--- config.mk ---
export PLATFORM = sky130hd
export DESIGN_NAME = txcmd_issue
export DESIGN_NICKNAME = d
export VERILOG_FILES = /design/src/rtl/txcmd_pkg.sv /design/src/rtl/txcmd_dpath.sv /design/src/rtl/txcmd_ctrl.sv /design/src/rtl/txcmd_issue.sv
export SDC_FILE = /design/constraint.sdc
export NUM_CORES = 1
export LEC_CHECK = 0
export BUFFER_PORTS_ARGS = -buffer_cell sky130_fd_sc_hd__buf_2
export CAP_MARGIN = 10
export CORE_ASPECT_RATIO = 0.75
export CORE_MARGIN = 3
export CORE_UTILIZATION = 35
export CTS_CLUSTER_DIAMETER = 150
export CTS_CLUSTER_SIZE = 8
export DETAILED_ROUTE_END_ITERATION = 12
export PLACE_DENSITY_LB_ADDON = 0.15
export SLEW_MARGIN = 20
export SYNTH_ARGS = -nofsm -noshare
export SYNTH_HDL_FRONTEND = slang
export SYNTH_SLANG_ARGS = --single-unit
export TNS_END_PERCENT = 5
--- constraint.sdc ---
create_clock -name clk -period 1.82 [get_ports clk]
set_clock_uncertainty 0.2 [all_clocks]
set_input_delay 0 -clock clk [delete_from_list [all_inputs] [get_ports clk]]
set_output_delay 0 -clock clk [all_outputs]
set_load 0.05 [all_outputs]
--- src/rtl/txcmd_pkg.sv ---
package txcmd_pkg;

  typedef enum logic [1:0] {
    TX_BEGIN  = 2'd0,
    TX_COMMIT = 2'd1,
    TX_ABORT  = 2'd2
  } txKind_e;

  typedef enum logic [2:0] {
    ST_IDLE,
    ST_LOCAL,
    ST_CLEAR,
    ST_SEND,
    ST_WAIT,
    ST_DONE
  } txState_e;

  // strobes from control to datapath
  typedef struct packed {
    logic capture;   // latch command fields
    logic presetBuf; // return buffer <= 1
    logic zeroBuf;   // return buffer <= 0 (local reply)
    logic loadRsp;   // return buffer <= response data
  } txStrobe_t;

  localparam int FLAG_W    = 4;
  localparam int FLAG_CMD  = 0;
  localparam int FLAG_PHYS = 1;
  localparam int FLAG_STR  = 2;
  localparam int FLAG_ABT  = 3;
  localparam int SIZE_W    = 4;

endpackage

--- src/rtl/txcmd_dpath.sv ---
module txcmd_dpath
  import txcmd_pkg::*;
#(
  parameter int UID_W   = 16,
  parameter int CAUSE_W = 4,
  parameter int ADDR_W  = 48,
  parameter int DATA_W  = 64
) (
  input  logic               clk,
  input  logic               rstN,
  input  txStrobe_t          strobe,
  input  logic [1:0]         cmdKind,
  input  logic [UID_W-1:0]   cmdUid,
  input  logic               cmdNested,
  input  logic [CAUSE_W-1:0] abortCause,
  input  logic [UID_W-1:0]   rspUid,
  input  logic [DATA_W-1:0]  rspData,
  output logic               acceptLocal,
  output logic               acceptAbort,
  output logic               curIsAbort,
  output logic               uidMatch,
  output logic [UID_W-1:0]   curUid,
  output logic [ADDR_W-1:0]  reqAddr,
  output logic [SIZE_W-1:0]  reqSize,
  output logic [1:0]         reqKind,
  output logic [FLAG_W-1:0]  reqFlags,
  output logic [CAUSE_W-1:0] reqCause,
  output logic [DATA_W-1:0]  bufData
);

  localparam int BYTES = DATA_W / 8;

  logic [1:0]         curKind;
  logic [CAUSE_W-1:0] curCause;

  always_ff @(posedge clk or negedge rstN) begin
    if (!rstN) begin
      curUid   <= '0;
      curKind  <= TX_BEGIN;
      curCause <= '0;
    end else if (strobe.capture) begin
      curUid   <= cmdUid;
      curKind  <= cmdKind;
      curCause <= cmdKind[1] ? abortCause : '0;
    end
  end

  always_ff @(posedge clk or negedge rstN) begin
    if (!rstN)                 bufData <= '0;
    else if (strobe.zeroBuf)   bufData <= '0;
    else if (strobe.presetBuf) bufData <= DATA_W'(1);
    else if (strobe.loadRsp)   bufData <= rspData;
  end

  assign acceptAbort = cmdKind[1];
  assign acceptLocal = cmdNested && !cmdKind[1];
  assign curIsAbort  = curKind[1];
  assign uidMatch    = (rspUid == curUid);

  always_comb begin
    reqFlags            = '0;
    reqFlags[FLAG_PHYS] = 1'b1;
    reqFlags[FLAG_CMD]  = !curIsAbort;
    reqFlags[FLAG_STR]  = curIsAbort;
    reqFlags[FLAG_ABT]  = curIsAbort;
  end

  assign reqAddr  = '0;
  assign reqSize  = SIZE_W'(BYTES);
  assign reqKind  = curIsAbort ? TX_ABORT : curKind;
  assign reqCause = curCause;

endmodule

--- src/rtl/txcmd_ctrl.sv ---
module txcmd_ctrl
  import txcmd_pkg::*;
(
  input  logic      clk,
  input  logic      rstN,
  input  logic      cmdValid,
  input  logic      acceptLocal,
  input  logic      acceptAbort,
  input  logic      curIsAbort,
  input  logic      reqReady,
  input  logic      rspValid,
  input  logic      uidMatch,
  output txStrobe_t strobe,
  output logic      cmdReady,
  output logic      reqValid,
  output logic      cplValid,
  output logic      holdLoads,
  output logic      holdStores,
  output logic      clrDispatchCnt,
  output logic      clrCommitCnt,
  output logic      errRefused,
  output logic      errUidMismatch
);

  txState_e state, stateNext;
  logic     setRefused, setMismatch;

  always_comb begin
    stateNext   = state;
    strobe      = '0;
    setRefused  = 1'b0;
    setMismatch = 1'b0;
    unique case (state)
      ST_IDLE: if (cmdValid) begin
        strobe.capture = 1'b1;
        if (acceptLocal) begin
          strobe.zeroBuf = 1'b1;
          stateNext      = ST_LOCAL;
        end else begin
          strobe.presetBuf = 1'b1;
          stateNext        = acceptAbort ? ST_CLEAR : ST_SEND;
        end
      end
      ST_LOCAL: stateNext = ST_IDLE;
      ST_CLEAR: stateNext = ST_SEND;
      ST_SEND: begin
        if (reqReady) begin
          stateNext = ST_WAIT;
        end else if (curIsAbort) begin
          setRefused = 1'b1;
          stateNext  = ST_DONE;
        end
      end
      ST_WAIT: if (rspValid) begin
        if (uidMatch) begin
          strobe.loadRsp = 1'b1;
          stateNext      = ST_DONE;
        end else begin
          setMismatch = 1'b1;
        end
      end
      ST_DONE: stateNext = ST_IDLE;
      default: stateNext = ST_IDLE;
    endcase
  end

  always_ff @(posedge clk or negedge rstN) begin
    if (!rstN) begin
      state          <= ST_IDLE;
      errRefused     <= 1'b0;
      errUidMismatch <= 1'b0;
    end else begin
      state <= stateNext;
      if (setRefused)  errRefused     <= 1'b1;
      if (setMismatch) errUidMismatch <= 1'b1;
    end
  end

  assign cmdReady       = (state == ST_IDLE);
  assign reqValid       = (state == ST_SEND);
  assign cplValid       = (state == ST_LOCAL) || (state == ST_DONE);
  assign holdLoads      = (state != ST_IDLE);
  assign holdStores     = (state != ST_IDLE);
  assign clrDispatchCnt = (state == ST_CLEAR);
  assign clrCommitCnt   = (state == ST_CLEAR);

endmodule

--- src/rtl/txcmd_issue.sv ---
module txcmd_issue
  import txcmd_pkg::*;
#(
  parameter int UID_W   = 16,
  parameter int CAUSE_W = 4,
  parameter int ADDR_W  = 48,
  parameter int DATA_W  = 64
) (
  input  logic               clk,
  input  logic               rstN,
  input  logic               cmdValid,
  output logic               cmdReady,
  input  logic [1:0]         cmdKind,
  input  logic [UID_W-1:0]   cmdUid,
  input  logic               cmdNested,
  input  logic [CAUSE_W-1:0] abortCause,
  output logic               reqValid,
  input  logic               reqReady,
  output logic [ADDR_W-1:0]  reqAddr,
  output logic [3:0]         reqSize,
  output logic [1:0]         reqKind,
  output logic [3:0]         reqFlags,
  output logic [UID_W-1:0]   reqUid,
  output logic [CAUSE_W-1:0] reqCause,
  input  logic               rspValid,
  input  logic [UID_W-1:0]   rspUid,
  input  logic [DATA_W-1:0]  rspData,
  output logic               cplValid,
  output logic [UID_W-1:0]   cplUid,
  output logic [DATA_W-1:0]  cplData,
  output logic               holdLoads,
  output logic               holdStores,
  output logic               clrDispatchCnt,
  output logic               clrCommitCnt,
  output logic               errRefused,
  output logic               errUidMismatch
);

  txStrobe_t        strobe;
  logic             acceptLocal, acceptAbort, curIsAbort, uidMatch;
  logic [UID_W-1:0] curUid;

  txcmd_ctrl u_ctrl (
    .clk           (clk),
    .rstN          (rstN),
    .cmdValid      (cmdValid),
    .acceptLocal   (acceptLocal),
    .acceptAbort   (acceptAbort),
    .curIsAbort    (curIsAbort),
    .reqReady      (reqReady),
    .rspValid      (rspValid),
    .uidMatch      (uidMatch),
    .strobe        (strobe),
    .cmdReady      (cmdReady),
    .reqValid      (reqValid),
    .cplValid      (cplValid),
    .holdLoads     (holdLoads),
    .holdStores    (holdStores),
    .clrDispatchCnt(clrDispatchCnt),
    .clrCommitCnt  (clrCommitCnt),
    .errRefused    (errRefused),
    .errUidMismatch(errUidMismatch)
  );

  txcmd_dpath #(
    .UID_W  (UID_W),
    .CAUSE_W(CAUSE_W),
    .ADDR_W (ADDR_W),
    .DATA_W (DATA_W)
  ) u_dpath (
    .clk        (clk),
    .rstN       (rstN),
    .strobe     (strobe),
    .cmdKind    (cmdKind),
    .cmdUid     (cmdUid),
    .cmdNested  (cmdNested),
    .abortCause (abortCause),
    .rspUid     (rspUid),
    .rspData    (rspData),
    .acceptLocal(acceptLocal),
    .acceptAbort(acceptAbort),
    .curIsAbort (curIsAbort),
    .uidMatch   (uidMatch),
    .curUid     (curUid),
    .reqAddr    (reqAddr),
    .reqSize    (reqSize),
    .reqKind    (reqKind),
    .reqFlags   (reqFlags),
    .reqCause   (reqCause),
    .bufData    (cplData)
  );

  assign reqUid = curUid;
  assign cplUid = curUid;

endmodule

==> reports/summary.log, run 1 <==
qor: status.run_status finished with violations
qor: status.violations negative setup slack
qor: power_and_ir_drop.powerDensity 1280 mW/mm²
qor: timing.layout_min_cycle_time 1990 ps
qor: worst_setup_path.timing.critical_path.required 1850 ps
qor: clocking.cts_root_buffer sky130_fd_sc_hd__clkbuf_16
qor: timing.report.final.slew_viol_count 0
qor: clocking.ctsHtreeMaxLevel 3
qor: yosys.post-synth-top-area-cell sky130_fd_sc_hd__dfrtp_1
qor: flow_run.cap_viol_max_count 0
qor: yosys.syn-mean-instance-area 10.3 µm²
qor: final_layout.mostFrequentLayoutCell sky130_fd_sc_hd__buf_2
qor: clocking.number_of_cts_inserted_buffers 9
qor: die.floorplan.die.width 142 µm
qor: die.fp.coreArea 0.0133 mm²
qor: clocking.cts_setup_buffers 0
qor: route.drt_iter0_drc 163
qor: final_layout.layout-drive-gt1-share 45.7%
qor: worst_setup_path.buffering_stage_count_on_the_worst_path_with_inverters_included 1
qor: route.drcViolationCount 0
qor: worst_hold_path.hold_class primary input to register
qor: placement.gp_routability_congestion 0.803
qor: die.top_level_ports 275
qor: power_and_ir_drop.post-layout-total-power 0.00924 W
qor: grt.pin_count_of_the_biggest_net_entering_global_routing 58
qor: clocking.clock_tree_from_tritoncts done
qor: yosys.post_synth_instance_area 0.00488 mm²
qor: worst_setup_path.timing.critical_path.max_delay_family simple AND/OR/NAND/NOR gates
qor: final_layout.layout.area.seq 0.00228 mm²
qor: route.route.detailed.vias_per_inst 4.52
qor: yosys.yosysTopAreaCellShare 46.6%
qor: timing.rsz0062_at_grt yes
qor: worst_setup_path.ordered_cell_list_for_the_critical_path xor2_1, nor4_2, nand4_2, nor2_8, buf_12, o21ai_2
qor: clocking.numClockSinks 91
qor: power_and_ir_drop.maximum_vdd_ir_drop 1.63 mV
qor: clocking.clock_latency_at_the_later_pin_of_the_worst_skew_pair 340 ps
qor: yosys.yosysWarnings 0
qor: die.effective_utilization_at_floorplan 36.7%
qor: worst_setup_path.critical-path-max-stage-delay 390 ps
qor: worst_setup_path.timing.setup.critical_path_class register to register
qor: worst_setup_path.reg2reg_setup_slack -170 ps
qor: clocking.clk_pin_slew_worst_paths 60 ps
qor: grt.global_route.overflow_total 0
qor: route.first_pass_iters 4
qor: timing.timing.final.hold_violations 0
qor: route.total_detailed_routing_wirelength 13800 µm
qor: worst_setup_path.critPathSlowestCell sky130_fd_sc_hd__dfrtp_1
qor: route.ant_nets 0
qor: placement.dp_worst_setup_slack -220 ps
qor: final_layout.layout-area-overhead-vs-synth 48.4%
qor: clocking.count_of_instances_resized_after_the_clock_tree_is_built 0
qor: worst_setup_path.setup.worst_path.end_class register
qor: timing.fmaxAchievable 501 MHz
qor: grt.grt_antenna_before_repair 0
qor: placement.hpwl 9730 µm
qor: yosys.ys_ff_latch 91
qor: route.post_drt_wl_per_cell 14.5 µm
qor: final_layout.nNetsFinal 889
qor: placement.detailed_place.area 0.00598 mm²
qor: die.die_y 108 µm
qor: final_layout.stdcell_area 0.00724 mm²
qor: final_layout.mostFrequentLayoutCells sky130_fd_sc_hd__buf_2, sky130_fd_sc_hd__dlygate4sd3_1, sky130_fd_sc_hd__dfrtp_1, sky130_fd_sc_hd__nand2_1, sky130_fd_sc_hd__nand3_1
qor: final_layout.multi_input_area 0.00197 mm²
qor: worst_setup_path.worst_setup_path_start_kind register
qor: placement.buffer_ports.inserted 221
qor: yosys.yosysSeqAreaShare 46.6%
qor: clocking.cts_buffer_depth 2
qor: yosys.synthCells 474
qor: placement.dpl.cell_count 844
qor: power_and_ir_drop.total_leakage_power 3.74 nW
qor: yosys.ys_top_cells_by_area sky130_fd_sc_hd__dfrtp_1, sky130_fd_sc_hd__buf_4, sky130_fd_sc_hd__o21ai_2
qor: timing.worst_slack -175 ps
qor: die.rows 36
qor: grt.via_count_of_the_first_global_routing_pass 4454
qor: route.dr_total_vias 4322
qor: grt.global_route_wire_length_before_repair 22200 µm
qor: yosys.synth.distinct_cells 33
qor: final_layout.post_layout_nonfiller_instances 957
qor: worst_setup_path.crit_fanout 24
qor: final_layout.layout.filler_cells 1196
qor: timing.post-route-period-util 110%
qor: timing.finalSetupViolations 66
qor: timing.finalSetupTns -9310 ps
qor: die.die-area 0.0154 mm²
qor: grt.grt.total_usage 18.1%
qor: final_layout.antenna-diode-count 0
qor: worst_setup_path.worst-endpoint-arrival 2020 ps
-- per-stage QoR --
stage | hold slack, ps | utilization, %
2_1_floorplan | -496 | -
3_3_place_gp | -207 | 45.0
3_5_place_dp | -207 | 45.0
4_1_cts | 75.2 | 54.5
5_1_grt | 127 | 54.5
6_report | 85.2 | 54.5
-- power by group --
part | internal, W | switching, W | leakage [nW]
clock | 0.00110 | 0.000762 | 0.139
sequential | 0.00233 | 0.000211 | 1.22
combinational | 0.00141 | 0.00342 | 2.38
total | 0.00484 | 0.00439 | 3.74
-- synth_stat cells --
master and number:
sky130_fd_sc_hd__dfrtp_1 91, sky130_fd_sc_hd__inv_1 4, sky130_fd_sc_hd__a31o_2 1, sky130_fd_sc_hd__o21ai_2 60, sky130_fd_sc_hd__nor2_8 1, sky130_fd_sc_hd__a21o_2 1, sky130_fd_sc_hd__o21ai_0 7, sky130_fd_sc_hd__nand2_1 72
sky130_fd_sc_hd__buf_4 86, sky130_fd_sc_hd__nor2b_1 2, sky130_fd_sc_hd__nor4_2 4, sky130_fd_sc_hd__mux2_2 18, sky130_fd_sc_hd__o22ai_1 1, sky130_fd_sc_hd__nor3_1 2, sky130_fd_sc_hd__xor2_1 16, sky130_fd_sc_hd__nand3_1 66
sky130_fd_sc_hd__o211ai_1 1, sky130_fd_sc_hd__conb_1 2, sky130_fd_sc_hd__buf_12 6, sky130_fd_sc_hd__nand3b_1 1, sky130_fd_sc_hd__a32o_1 1, sky130_fd_sc_hd__a22o_1 1, sky130_fd_sc_hd__nor2_1 4, sky130_fd_sc_hd__clkbuf_1 9
sky130_fd_sc_hd__buf_2 6, sky130_fd_sc_hd__and4_2 1, sky130_fd_sc_hd__nand4_2 1, sky130_fd_sc_hd__a211oi_1 1, sky130_fd_sc_hd__nand2b_1 3, sky130_fd_sc_hd__a41oi_1 1, sky130_fd_sc_hd__and3b_1 1, sky130_fd_sc_hd__a21oi_1 2
sky130_fd_sc_hd__nor3b_1 1
-- worst register-to-register path, cell delays in order (launching register included) --
cell and delay [ps]:
sky130_fd_sc_hd__dfrtp_1 390, sky130_fd_sc_hd__xor2_1 170, sky130_fd_sc_hd__nor4_2 370, sky130_fd_sc_hd__nand4_2 240, sky130_fd_sc_hd__nor2_8 200, sky130_fd_sc_hd__buf_12 220
sky130_fd_sc_hd__o21ai_2 100
-- layer usage --
layer	vias to the layer above	GRT usage (%)	share of wire, %
li1	2075	-	-
met1	2071	21.6	40
met2	167	32.0	52
met3	9	5.53	7.2
met4	0	4.61	0.94
met5	-	0	0
-- layout make-up --
type                    instances  area share (%)
well taps                     171            2.95
flip-flops and latches         91            31.4
clock inverters                 4           0.691
repair buffers                352            34.1
clock buffers                  12            3.40
inverters                       4           0.207
multi-input cells             323            27.2
-- registers in the layout, indices dropped and copies added, names as in the netlist --
name and count:
u_dpath.bufData 64, u_dpath.curUid 16, u_dpath.reqCause 4, u_ctrl.state 3
u_dpath.curKind 2, u_ctrl.errRefused 1, u_ctrl.errUidMismatch 1
-- final timing paths --
| kind | from | to | depth (start not counted) |
|---|---|---|---|
| min in group asynchronous | rstN | u_dpath.bufData[20] | 4 |
| min reg2reg | u_ctrl.errUidMismatch | u_ctrl.errUidMismatch | 1 |
| max in group asynchronous | rstN | u_dpath.curKind[0] | 5 |
| max reg2reg | u_dpath.curUid[15] | u_dpath.bufData[21] | 6 |
| max | u_dpath.curUid[15] | u_dpath.bufData[21] | 6 |
| min | cmdValid | u_ctrl.state[1] | 4 |
-- kinds of logic (layout without fill, tap and decap cells) --
kind of cell    Yosys count  in the layout  synth area share [%]
simple gates            159            159                  15.8
xor+xnor                 16             16                  2.87
compound gates           77             77                  13.0
mux                      18             18                  4.15
buf+inv                 111            372                  17.3
flops                    91             91                  46.6
other cells               2             53                 0.154
-- what timing repair did --
| item | CTS | global route |
|---|---|---|
| endpoints found under the hold margin | 180 | 0 |
| hold buffers | 97 | 0 |
| setup endpoints to repair | 66 | 66 |
| pin swaps | 55 | 8 |
| gates cloned | 0 | 0 |
(Power assumes the default switching activity.)
==> run 2: changes to the inputs <==
--- a/config.mk
+++ b/config.mk
@@ -13,7 +13,8 @@
 export CTS_CLUSTER_DIAMETER = 150
 export CTS_CLUSTER_SIZE = 8
 export DETAILED_ROUTE_END_ITERATION = 12
-export PLACE_DENSITY_LB_ADDON = 0.15
+export PLACE_DENSITY = 0.72
+export SETUP_SLACK_MARGIN = 0.4
 export SLEW_MARGIN = 20
 export SYNTH_ARGS = -nofsm -noshare
 export SYNTH_HDL_FRONTEND = slang
==> reports/summary.log, run 2 (synthesis gave the netlist of run 1 again) <==
qor: route.dr_total_vias 4476
qor: timing.report.final.slew_viol_count 0
qor: worst_setup_path.critical-path-max-stage-delay 410 ps
qor: worst_setup_path.worst-endpoint-arrival 2090 ps
qor: grt.grt.total_usage 17.6%
qor: clocking.clk_pin_slew_worst_paths 70 ps
qor: worst_setup_path.worst_setup_path_start_kind register
qor: final_layout.multi_input_area 0.00209 mm²
qor: grt.global_route_wire_length_before_repair 21800 µm
qor: timing.fmaxAchievable 484 MHz
qor: route.first_pass_iters 4
qor: grt.pin_count_of_the_biggest_net_entering_global_routing 48
qor: final_layout.mostFrequentLayoutCell sky130_fd_sc_hd__buf_2
qor: timing.worst_slew_margin_rel 63.4%
qor: worst_setup_path.critPathSlowestCell sky130_fd_sc_hd__dfrtp_2
qor: route.post_drt_wl_per_cell 15.4 µm
qor: placement.hpwl 9090 µm
qor: die.die-area 0.0154 mm²
qor: timing.rsz0062_at_grt yes
qor: clocking.clock_tree_from_tritoncts done
qor: grt.via_count_of_the_first_global_routing_pass 4322
qor: worst_setup_path.timing.critical_path.max_delay_family simple AND/OR/NAND/NOR gates
qor: route.total_detailed_routing_wirelength 14800 µm
qor: placement.buffer_ports.inserted 221
qor: timing.worst_slack -246 ps
qor: final_layout.antenna-diode-count 0
qor: final_layout.layout.area.seq 0.00229 mm²
qor: clocking.ctsHtreeMaxLevel 3
qor: timing.timing_worst_slew_pin_value 549 ps
qor: worst_hold_path.hold_class primary input to asynchronous set/reset pin
qor: final_layout.utilization 56.2%
qor: power_and_ir_drop.powerDensity 1300 mW/mm²
qor: clocking.clock_latency_at_the_later_pin_of_the_worst_skew_pair 330 ps
qor: die.top_level_ports 275
qor: timing.layout_min_cycle_time 2070 ps
qor: route.drt_iter0_drc 151
qor: timing.timing.hold.ws -9.70 ps
qor: timing.finalSetupTns -13080 ps
qor: timing.finalSetupViolations 66
qor: timing.post-route-period-util 113%
qor: final_layout.nNetsFinal 891
qor: power_and_ir_drop.total_leakage_power 3.81 nW
qor: worst_setup_path.crit_fanout 8
qor: flow_run.cap_viol_max_count 0
qor: die.floorplan.die.width 142 µm
qor: worst_setup_path.setup.worst_path.end_class register
qor: final_layout.mostFrequentLayoutCells sky130_fd_sc_hd__buf_2, sky130_fd_sc_hd__dlygate4sd3_1, sky130_fd_sc_hd__dfrtp_1, sky130_fd_sc_hd__nand2_1, sky130_fd_sc_hd__nand3_1
qor: worst_setup_path.timing.critical_path.required 1850 ps
qor: die.fp.coreArea 0.0133 mm²
qor: die.rows 36
qor: clocking.number_of_cts_inserted_buffers 9
qor: worst_setup_path.ordered_cell_list_for_the_critical_path xor2_1, nor4_2, nand4_2, nor2_8, buf_4, clkbuf_16, o21ai_2
qor: final_layout.layout-area-overhead-vs-synth 53.0%
qor: power_and_ir_drop.maximum_vdd_ir_drop 1.49 mV
qor: grt.global_route.overflow_total 0
qor: die.effective_utilization_at_floorplan 36.7%
qor: final_layout.regMostFlops u_dpath.bufData
qor: clocking.cts_buffer_depth 2
qor: route.drcViolationCount 0
qor: worst_setup_path.timing.setup.critical_path_class register to register
qor: route.ant_nets 0
qor: final_layout.layout.filler_cells 1102
qor: route.route.detailed.vias_per_inst 4.67
qor: clocking.cts_root_buffer sky130_fd_sc_hd__clkbuf_16
qor: final_layout.layout-drive-gt1-share 49.7%
qor: clocking.numClockSinks 91
qor: timing.timing.final.hold_violations 7
qor: final_layout.largest_register_ffs 64
qor: grt.grt_antenna_before_repair 0
qor: placement.gp_routability_congestion 0.799
qor: status.run_status finished with violations
qor: worst_setup_path.buffering_stage_count_on_the_worst_path_with_inverters_included 2
qor: status.violations negative hold slack, negative setup slack
qor: die.die_y 108 µm
==> run 2: path summary, 6_finish.rpt <==
| kind | start | endpoint | slack [ps] | cells past startpoint |
|---|---|---|---|---|
| worst max-delay path | u_dpath.curUid[12] | u_dpath.bufData[52] | -250 | 7 |
| worst min-delay path | rstN | u_dpath.curUid[12] | -10 | 2 |
| worst max register to register | u_dpath.curUid[12] | u_dpath.bufData[52] | -250 | 7 |
| worst min register to register | u_ctrl.errRefused | u_ctrl.errRefused | 270 | 1 |
| max in group asynchronous | rstN | u_dpath.bufData[34] | 790 | 3 |
| min in group clk | cmdValid | u_ctrl.state[1] | 20 | 4 |
==> run 2: power breakdown <==
group	total (W)	internal (W)	switching, W
combinational	0.00528	0.00168	0.00360
sequential	0.00258	0.00236	0.000224
clock	0.00183	0.00107	0.000759
total	0.00969	0.00511	0.00459
==> run 2: area by class of cell <==
class / instances / share of cell area, %
Clock buffer: 12 / 3.16
Inverter: 4 / 0.201
Timing Repair Buffer: 354 / 34.4
Tap cell: 171 / 2.86
Clock inverter: 4 / 0.703
Sequential cell: 91 / 30.7
Multi-Input combinational cell: 323 / 27.9
==> run 2: metrics by stage <==
step	std cells	instance area, µm²	total power [W]	setup WS, ps
after floorplan	525	5130	0.00641	-244
after global placement	843	5940	0.00724	-241
after detailed placement	843	5940	0.00726	-274
after CTS	955	7330	0.00954	-281
after global routing	959	7470	0.0101	-335
final	959	7470	0.00969	-246
==> run 2: repair_timing <==
item                                    in CTS  in global routing
resized for setup                           42                 21
buffers inserted                             1                  2
hold endpoints to repair                   180                  0
endpoints found under the setup margin      96                 99
pin swaps                                   41                 18
hold buffers                                94                  0
cloned                                       1                  2
==> run 2: per-layer routing <==
| metal | up-vias | GRT usage, % | wire length, µm |
|---|---|---|---|
| met2 | 235 | 30.3 | 7360 |
| met5 | - | 0 | 0 |
| met4 | 0 | 6.11 | 365 |
| met3 | 36 | 5.00 | 1180 |
| met1 | 2114 | 21.3 | 5900 |
| li1 | 2091 | - | - |
